File: src/rtl/bp_pkg.sv
package bp_pkg;

  // Widest counter the helper functions handle.
  localparam int CW_MAX = 8;
  typedef logic [CW_MAX-1:0] ctr_word_t;

  // Largest value of a w-bit counter.
  function automatic ctr_word_t ctr_top(input int w);
    return ctr_word_t'((1 << w) - 1);
  endfunction

  // Weakly-not-taken value: just below the taken threshold.
  function automatic ctr_word_t ctr_weak_nt(input int w);
    return ctr_word_t'((1 << (w - 1)) - 1);
  endfunction

  // One saturating step of a w-bit counter towards the outcome.
  function automatic ctr_word_t ctr_step(input ctr_word_t v, input logic tk, input int w);
    if (tk) begin
      return (v == ctr_top(w)) ? v : v + 1'b1;
    end
    return (v == '0) ? v : v - 1'b1;
  endfunction

  // Direction encoded by a w-bit counter: its top bit.
  function automatic logic ctr_says_taken(input ctr_word_t v, input int w);
    return v[w-1];
  endfunction

endpackage

File: src/rtl/bp_hist_reg.sv
module bp_hist_reg #(
  parameter int HIST_BITS = 2
) (
  input  logic                 clk,
  input  logic                 rst_n,
  input  logic                 shift_en,
  input  logic                 shift_in,
  output logic [HIST_BITS-1:0] hist_o
);

  logic [HIST_BITS-1:0] hist_q;

  generate
    if (HIST_BITS == 1) begin : g_one
      always_ff @(posedge clk) begin
        if (!rst_n)        hist_q <= '0;
        else if (shift_en) hist_q <= shift_in;
      end
    end else begin : g_many
      always_ff @(posedge clk) begin
        if (!rst_n)        hist_q <= '0;
        else if (shift_en) hist_q <= {hist_q[HIST_BITS-2:0], shift_in};
      end
    end
  endgenerate

  assign hist_o = hist_q;

endmodule

File: src/rtl/bp_index.sv
module bp_index #(
  parameter int PC_W       = 32,
  parameter int ALIGN_BITS = 2,
  parameter int IDX_BITS   = 4,
  parameter int HIST_BITS  = 2,
  localparam int SLOT_BITS = IDX_BITS + HIST_BITS,
  localparam int ROW_TOP   = ALIGN_BITS + IDX_BITS
) (
  input  logic [PC_W-1:0]      pc,
  input  logic [HIST_BITS-1:0] hist,
  output logic [SLOT_BITS-1:0] slot
);

  logic [IDX_BITS-1:0] row;

  assign row  = pc[ROW_TOP-1:ALIGN_BITS];
  assign slot = {row, hist};

  // Address bits outside the row field take no part in the index.
  generate
    if (ALIGN_BITS > 0) begin : g_lo
      logic unused_lo;
      assign unused_lo = ^pc[ALIGN_BITS-1:0];
    end
    if (ROW_TOP < PC_W) begin : g_hi
      logic unused_hi;
      assign unused_hi = ^pc[PC_W-1:ROW_TOP];
    end
  endgenerate

endmodule

File: src/rtl/bp_ctr_table.sv
module bp_ctr_table
  import bp_pkg::*;
#(
  parameter int SLOT_BITS = 6,
  parameter int CTR_BITS  = 2,
  localparam int NSLOT    = 1 << SLOT_BITS
) (
  input  logic                 clk,
  input  logic                 rst_n,
  input  logic [SLOT_BITS-1:0] rd_slot,
  output logic [CTR_BITS-1:0]  rd_ctr,
  input  logic [SLOT_BITS-1:0] up_slot,
  output logic [CTR_BITS-1:0]  up_old,
  input  logic                 wr_en,
  input  logic [CTR_BITS-1:0]  wr_data,
  output logic [NSLOT-1:0]     wr_sel_o
);

  localparam logic [CTR_BITS-1:0] WEAK_NT = CTR_BITS'(ctr_weak_nt(CTR_BITS));

  logic [NSLOT*CTR_BITS-1:0] flat;

  generate
    for (genvar i = 0; i < NSLOT; i++) begin : g_cell
      logic [CTR_BITS-1:0] cell_q;

      assign wr_sel_o[i] = wr_en && (up_slot == SLOT_BITS'(i));

      always_ff @(posedge clk) begin
        if (!rst_n)         cell_q <= WEAK_NT;
        else if (wr_sel_o[i]) cell_q <= wr_data;
      end

      assign flat[i*CTR_BITS +: CTR_BITS] = cell_q;
    end
  endgenerate

  // Both read ports see the registered state, so a same-cycle write stays hidden.
  assign rd_ctr = flat[rd_slot*CTR_BITS +: CTR_BITS];
  assign up_old = flat[up_slot*CTR_BITS +: CTR_BITS];

endmodule

File: src/rtl/corr_bpred.sv
module corr_bpred
  import bp_pkg::*;
#(
  parameter int PC_W       = 32,
  parameter int ALIGN_BITS = 2,
  parameter int IDX_BITS   = 4,
  parameter int HIST_BITS  = 2,
  parameter int CTR_BITS   = 2,
  localparam int SLOT_BITS = IDX_BITS + HIST_BITS,
  localparam int NSLOT     = 1 << SLOT_BITS
) (
  input  logic                 clk,
  input  logic                 rst_n,
  input  logic [PC_W-1:0]      lk_pc,
  output logic                 pred_taken,
  output logic [HIST_BITS-1:0] pred_hist,
  input  logic                 rs_valid,
  input  logic [PC_W-1:0]      rs_pc,
  input  logic [HIST_BITS-1:0] rs_hist,
  input  logic                 rs_taken
);

  // Named internal events, also used by the bound checker.
  logic [HIST_BITS-1:0] hist_q;
  logic [SLOT_BITS-1:0] lk_slot;
  logic [SLOT_BITS-1:0] rs_slot;
  logic [CTR_BITS-1:0]  rd_ctr;
  logic [CTR_BITS-1:0]  up_old;
  logic [CTR_BITS-1:0]  up_new;
  logic [NSLOT-1:0]     wr_sel;

  bp_hist_reg #(.HIST_BITS(HIST_BITS)) u_hist (
    .clk      (clk),
    .rst_n    (rst_n),
    .shift_en (rs_valid),
    .shift_in (rs_taken),
    .hist_o   (hist_q)
  );

  bp_index #(
    .PC_W(PC_W), .ALIGN_BITS(ALIGN_BITS), .IDX_BITS(IDX_BITS), .HIST_BITS(HIST_BITS)
  ) u_lk_idx (
    .pc   (lk_pc),
    .hist (hist_q),
    .slot (lk_slot)
  );

  bp_index #(
    .PC_W(PC_W), .ALIGN_BITS(ALIGN_BITS), .IDX_BITS(IDX_BITS), .HIST_BITS(HIST_BITS)
  ) u_rs_idx (
    .pc   (rs_pc),
    .hist (rs_hist),
    .slot (rs_slot)
  );

  bp_ctr_table #(.SLOT_BITS(SLOT_BITS), .CTR_BITS(CTR_BITS)) u_tab (
    .clk      (clk),
    .rst_n    (rst_n),
    .rd_slot  (lk_slot),
    .rd_ctr   (rd_ctr),
    .up_slot  (rs_slot),
    .up_old   (up_old),
    .wr_en    (rs_valid),
    .wr_data  (up_new),
    .wr_sel_o (wr_sel)
  );

  assign up_new     = CTR_BITS'(ctr_step(ctr_word_t'(up_old), rs_taken, CTR_BITS));
  assign pred_taken = ctr_says_taken(ctr_word_t'(rd_ctr), CTR_BITS);
  assign pred_hist  = hist_q;

endmodule

File: config.mk
export PLATFORM = sky130hd
export DESIGN_NAME = corr_bpred
export DESIGN_NICKNAME = d
export VERILOG_FILES = /design/src/rtl/bp_pkg.sv /design/src/rtl/bp_hist_reg.sv /design/src/rtl/bp_index.sv /design/src/rtl/bp_ctr_table.sv /design/src/rtl/corr_bpred.sv
export SDC_FILE = /design/constraint.sdc
export NUM_CORES = 1
export LEC_CHECK = 0
export ABC_AREA = 1
export BUFFER_PORTS_ARGS = -buffer_cell sky130_fd_sc_hd__clkbuf_2
export CORE_UTILIZATION = 35
export CTS_BUF_LIST = sky130_fd_sc_hd__clkbuf_16
export CTS_CLUSTER_DIAMETER = 30
export DETAILED_ROUTE_END_ITERATION = 8
export MAX_ROUTING_LAYER = met4
export SLEW_MARGIN = 20
export SYNTH_ARGS = -nofsm -noshare
export SYNTH_HDL_FRONTEND = slang
export SYNTH_HIERARCHICAL = 1
export SYNTH_SLANG_ARGS = --single-unit
File: constraint.sdc
create_clock -name clk -period 2.4 [get_ports clk]
set_clock_uncertainty 0.05 [all_clocks]
set_input_delay 0.36 -clock clk [delete_from_list [all_inputs] [get_ports clk]]
set_output_delay 0.36 -clock clk [all_outputs]
set_load 0.01 [all_outputs]
# Word-level counts from Yosys, hierarchy flattened
# Index checks and enable logic that the tools add are counted.
# Widths: inputs -> output; s select.
[word_totals] ff_bits=130 input_bits=70 out_inout_bits=3
[op_classes] n_addsub=2 n_eq_ne=64 n_shift=2 mux=5 reduce_logical=66
[ops] op="$shiftx 128x8->2" count=2
[ops] op="$eq 6x6->1 const B" count=32
[ops] op="$eq 6x5->1 const B" count=16
[ops] op="$logic_and 1x1->1" count=64
[ops] op="$eq 6x4->1 const B" count=8
[ops] op="$eq 6x3->1 const B" count=4
[ops] op="$eq 6x2->1 const B" count=2
[ops] op="$mux 2" count=4
[ops] op="$eq 6x1->1 const B" count=1
[ops] op="$logic_not 6->1" count=1
[ops] op="$add 2x1->2 const B" count=1
[ops] op="$eq 2x2->1 const B" count=1
[ops] op="$logic_not 2->1" count=1
[ops] op="$sub 2x1->2 const B" count=1
[ops] op="$mux 1" count=1

# Logic depth before layout (Yosys ltp)
[logic_depth] word_depth=5 depth_mapped=21

# By module
# Netlist, hierarchy kept.
[modules_own_cells] module="bp_ctr_table" n_inst=1 cells_per_inst=1328 area_each_um2=7731.2 seq_area_each_um2=2562.5
[modules_own_cells] module="bp_index" n_inst=2 cells_per_inst=6 area_each_um2=45.0 seq_area_each_um2=0.0
[modules_own_cells] module="bp_hist_reg" n_inst=1 cells_per_inst=12 area_each_um2=80.1 seq_area_each_um2=40.0
[modules_own_cells] module="corr_bpred" n_inst=1 cells_per_inst=6 area_each_um2=25.0 seq_area_each_um2=0.0

# Worst setup path before layout
# No wires, ideal clock.
[synth_timing] path_type="input to register" startpoint="input port rs_hist[0]" endpoint="register u_tab.g_cell[1].cell_q[1]" setup_ns=0.065 arrival_ns=2.302 setup_slack_ns=-0.016 stages=21 cell_sequence="buf_4 buf_4 inv_2 buf_6 buf_6 nand2_1 nand2_1 nand2_1 nand2_1 nand2_1 nand2_1 nor2_1 nor2_1 nor2_1 nand2_1 nand2_1 nand2_1 clkbuf_1 buf_1 o21ai_0 nor2_1"
[synth_between] elab_chain_len=5
[synth_lines] element="from (decl)" line_no="corr_bpred.sv:19" rtl="input logic [HIST_BITS-1:0] rs_hist,"
[synth_lines] element="$shiftx 128x8->2 *" line_no="bp_ctr_table.sv:40" rtl="assign up_old = flat[up_slot*CTR_BITS +: CTR_BITS];"
[synth_lines] element="named net up_old[1]" line_no="corr_bpred.sv:28" rtl="logic [CTR_BITS-1:0] up_old;"
[synth_lines] element="$add 2x1->2 / $eq 2x2->1 (equally long branches)" line_no="bp_pkg.sv:20" rtl="return (v == ctr_top(w)) ? v : v + 1'b1;"
[synth_lines] element="$mux 2" line_no="bp_pkg.sv:20"
[synth_lines] element="$mux 2" line_no="bp_pkg.sv:19" rtl="if (tk) begin"
[synth_lines] element="$mux 2 *" line_no="bp_pkg.sv:22" rtl="return (v == '0) ? v : v - 1'b1;"
[synth_lines] element="named net up_new[1]" line_no="corr_bpred.sv:29" rtl="logic [CTR_BITS-1:0] up_new;"
[synth_lines] element="to (signal assigned)" line_no="bp_ctr_table.sv:31" rtl="else if (wr_sel_o[i]) cell_q <= wr_data;"
[synth_lines] element="to (decl)" line_no="bp_ctr_table.sv:25" rtl="logic [CTR_BITS-1:0] cell_q;"
# The timed path passes the listed nets; every way through them passes the cells marked *. The select of a mux whose other input is x is not followed.
# A chain may end at the register's enable or synchronous reset.

# Final worst setup path
[layout_timing] startpoint="register u_hist.hist_q[0], in the netlist u_hist/hist_o[0]" endpoint="output port pred_taken"
[layout_between] elab_chain_len=1
[layout_lines] element="from (decl)" line_no="bp_hist_reg.sv:11" rtl="logic [HIST_BITS-1:0] hist_q;"
[layout_lines] element="from (signal assigned)" line_no="bp_hist_reg.sv:22" rtl="else if (shift_en) hist_q <= {hist_q[HIST_BITS-2:0], shift_in};"
[layout_lines] element="$shiftx 128x8->2" line_no="bp_ctr_table.sv:39" rtl="assign rd_ctr = flat[rd_slot*CTR_BITS +: CTR_BITS];"
[layout_lines] element="to (decl)" line_no="corr_bpred.sv:15" rtl="output logic pred_taken,"
# Every way passes these cells.

==> results by group <==
Run status
  • Status: complete, no violations

Routing
  • Detailed-route DRC error count: 0
  • Vias: 7318
  • DR iter-0 viols: 616
  • Drt total wl: 22.2 mm
  • Drt pass-1 iters: 5
  • Avg WL per Cell: 14.9 um
  • ANT nets after route: 0
  • Vias/cell: 4.90

Layout
  • Commonest non-fill, non-tap cell in the layout: nand2_1
  • FILL cells: 2198
  • Fraction of layout cells with a size suffix above 1: 0.111
  • Final net count: 1281
  • Area Growth Syn to Fin: 15.3%
  • # diodes: 0
  • Non-filler cells, final: 1494
  • Most frequent cells in the layout: nand2_1 (529), nor2_1 (166), dfxtp_1 (129)

Timing
  • Min Tclk post-route: 2.25 ns
  • Worst relative slew slack: 0.651
  • # setup viols final: 0
  • Final hold violations: 0
  • Slew Limit Fails: 0
  • Max Clk Rate: 0.444 GHz
  • RSZ-0062 raised after global routing: no
  • Worst Tran Pin Value: 0.523 ns
  • Final WS setup: 0.147 ns
  • Worst hold slack: 0.188 ns
  • Fin crit share: 0.939

Critical path
  • CP Class: reg -> out
  • Crit path required time: 1.99 ns
  • CP Launch Point: u_hist/hist_o[0]
  • Top delay family on crit path: simple AND/OR/NAND/NOR gates
  • CP Capture Point: pred_taken
  • Worst reg-to-reg setup slack: 0.35 ns
  • Critical Path Max Stage Delay: 0.38 ns
  • Critical path depth: 11
  • Startpoint Class: register
  • Crit path cell chain: inv_8 -> buf_12 -> nand2_1 -> nand3_1 -> nand3_1 -> nand2_1 -> nand2_1 -> nand3_1 -> nand3_1 -> nand2_1 -> clkbuf_2
  • R2R Path Start: u_tab/g_cell[52].cell_q[1]
  • CP arrival: 1.84 ns
  • Crit path buf inv count: 3
  • Worst flop-to-flop path endpoint: u_tab/g_cell[35].cell_q[1]
  • Reg2Reg Depth: 15
  • Slowest CP cell: dfxtp_4
  • Crit. End Element: primary output
  • CP Max Fanout: 10

Synth
  • Syn Inst Count: 1223
  • Mapped Area: 0.00735 mm2
  • Mapped Nets: 1293
  • Yosys warnings: 6
  • Syn Area/Cell: 6.01 um2

Clock network
  • Clock latency on the worst-skew pair: 0.42 ns
  • H-Tree Depth: 4
  • Clock Root Buffer: clkbuf_16
  • TritonCTS buffer count: 17
  • Postcts setup bufs: 0
  • Clk buf depth: 2
  • Reg clk slew, reported paths: 0.05 ns
  • Clock net sink count: 130
  • TritonCTS clock tree: built

Place
  • # port buffers: 16
  • Cells after DPL: 1460
  • DP Wirelength: 14.8 mm
  • Pre-CTS setup slack: -0.109 ns
  • Placer Congestion: 0.936

Global route
  • Largest net degree at the start of global routing: 68
  • Busiest grt layer: met2
  • Routing usage on met2: 0.338
  • Congestion Overflow GR: 0
  • GRT Resource Usage Total: 0.222
  • Vias in the first global route: 6768
  • First-pass GRT wire length: 36.1 mm
  • Grt met1 use: 0.293
  • Met3 Use GR: 0.0388
  • Antenna violations before repair: 0

Floorplanning
  • Die Wd: 147 um
  • Core area: 0.0204 mm2
  • Starting density of the core: 0.360
  • Die height: 147 um
  • Num rows: 52
  • # IOs: 73
  • DIE AREA: 0.0216 mm2

Worst hold path
  • Hold path depth: 3
  • Worst Hold Class: in -> reg

Power
  • Max VDD drop: 0.332 mV
  • Overall power: 0.00544 W
  • Power per cell area: 642 mW/mm2
  • Leak: 4.48 nW

Job
  • # Max-Cap Violations: 0
==> area by class of cell <==
class	instances	area, um2	share of cell area
timing repair buffer	55	602	0.0710
multi-input combinational	910	3980	0.469
clock inverter	15	153	0.0180
sequential	130	2610	0.307
inverter	97	374	0.0441
tap	270	338	0.0398
clock buffer	17	425	0.0502
==> flip-flops by register name (all words and copies together), names as in the netlist <==
name                 cells
u_tab/g_cell.cell_q    128
u_hist/hist_o            2
==> worst min-delay path: cells and delay by family <==
family | cells | cell delay, ns
buf+inv | 1 | 0.12
simple gates | 2 | 0.14
==> report_power, final <==
group	switching, W	internal, W
Combinational	0.000468	0.000221
Sequential	0.0000144	0.00218
Clock	0.000958	0.00160
==> routing by layer <==
metal / up-vias / share of wire
met5: - / 0
met4: 0 / 0.025
met3: 42 / 0.064
met2: 246 / 0.45
met1: 3272 / 0.46
li1: 3758 / -
==> through the flow <==
| step | setup TNS (ns) | utilization | cell area [um2] |
|---|---|---|---|
| after detailed placement | -7.35 | 0.382 | 7810 |
| after CTS | 0 | 0.411 | 8390 |
| after floorplan | 0 | - | 7350 |
| after global routing | 0 | 0.415 | 8480 |
| final | 0 | 0.415 | 8480 |
| after global placement | -2.49 | 0.382 | 7810 |
==> worst min-delay path by stage <==
stage | slack, ns | end | startpoint
floorplan | 0.39 | u_tab/g_cell[15].cell_q[0] | u_tab/g_cell[15].cell_q[0]
global placement | 0.40 | u_tab/g_cell[15].cell_q[0] | u_tab/g_cell[15].cell_q[0]
detailed placement | 0.41 | u_tab/g_cell[25].cell_q[0] | u_tab/g_cell[25].cell_q[0]
CTS | 0.18 | u_hist/hist_o[0] | rs_valid
global route | 0.21 | u_hist/hist_o[0] | rs_valid
finish | 0.19 | u_hist/hist_o[0] | rs_valid
==> what timing repair did <==
item / 4_1_cts / 5_1_grt
setup endpoints to repair: 0 / 1
hold buffers: 0 / 0
resized for setup: 0 / 11
Power figures use the tool's default switching activity.
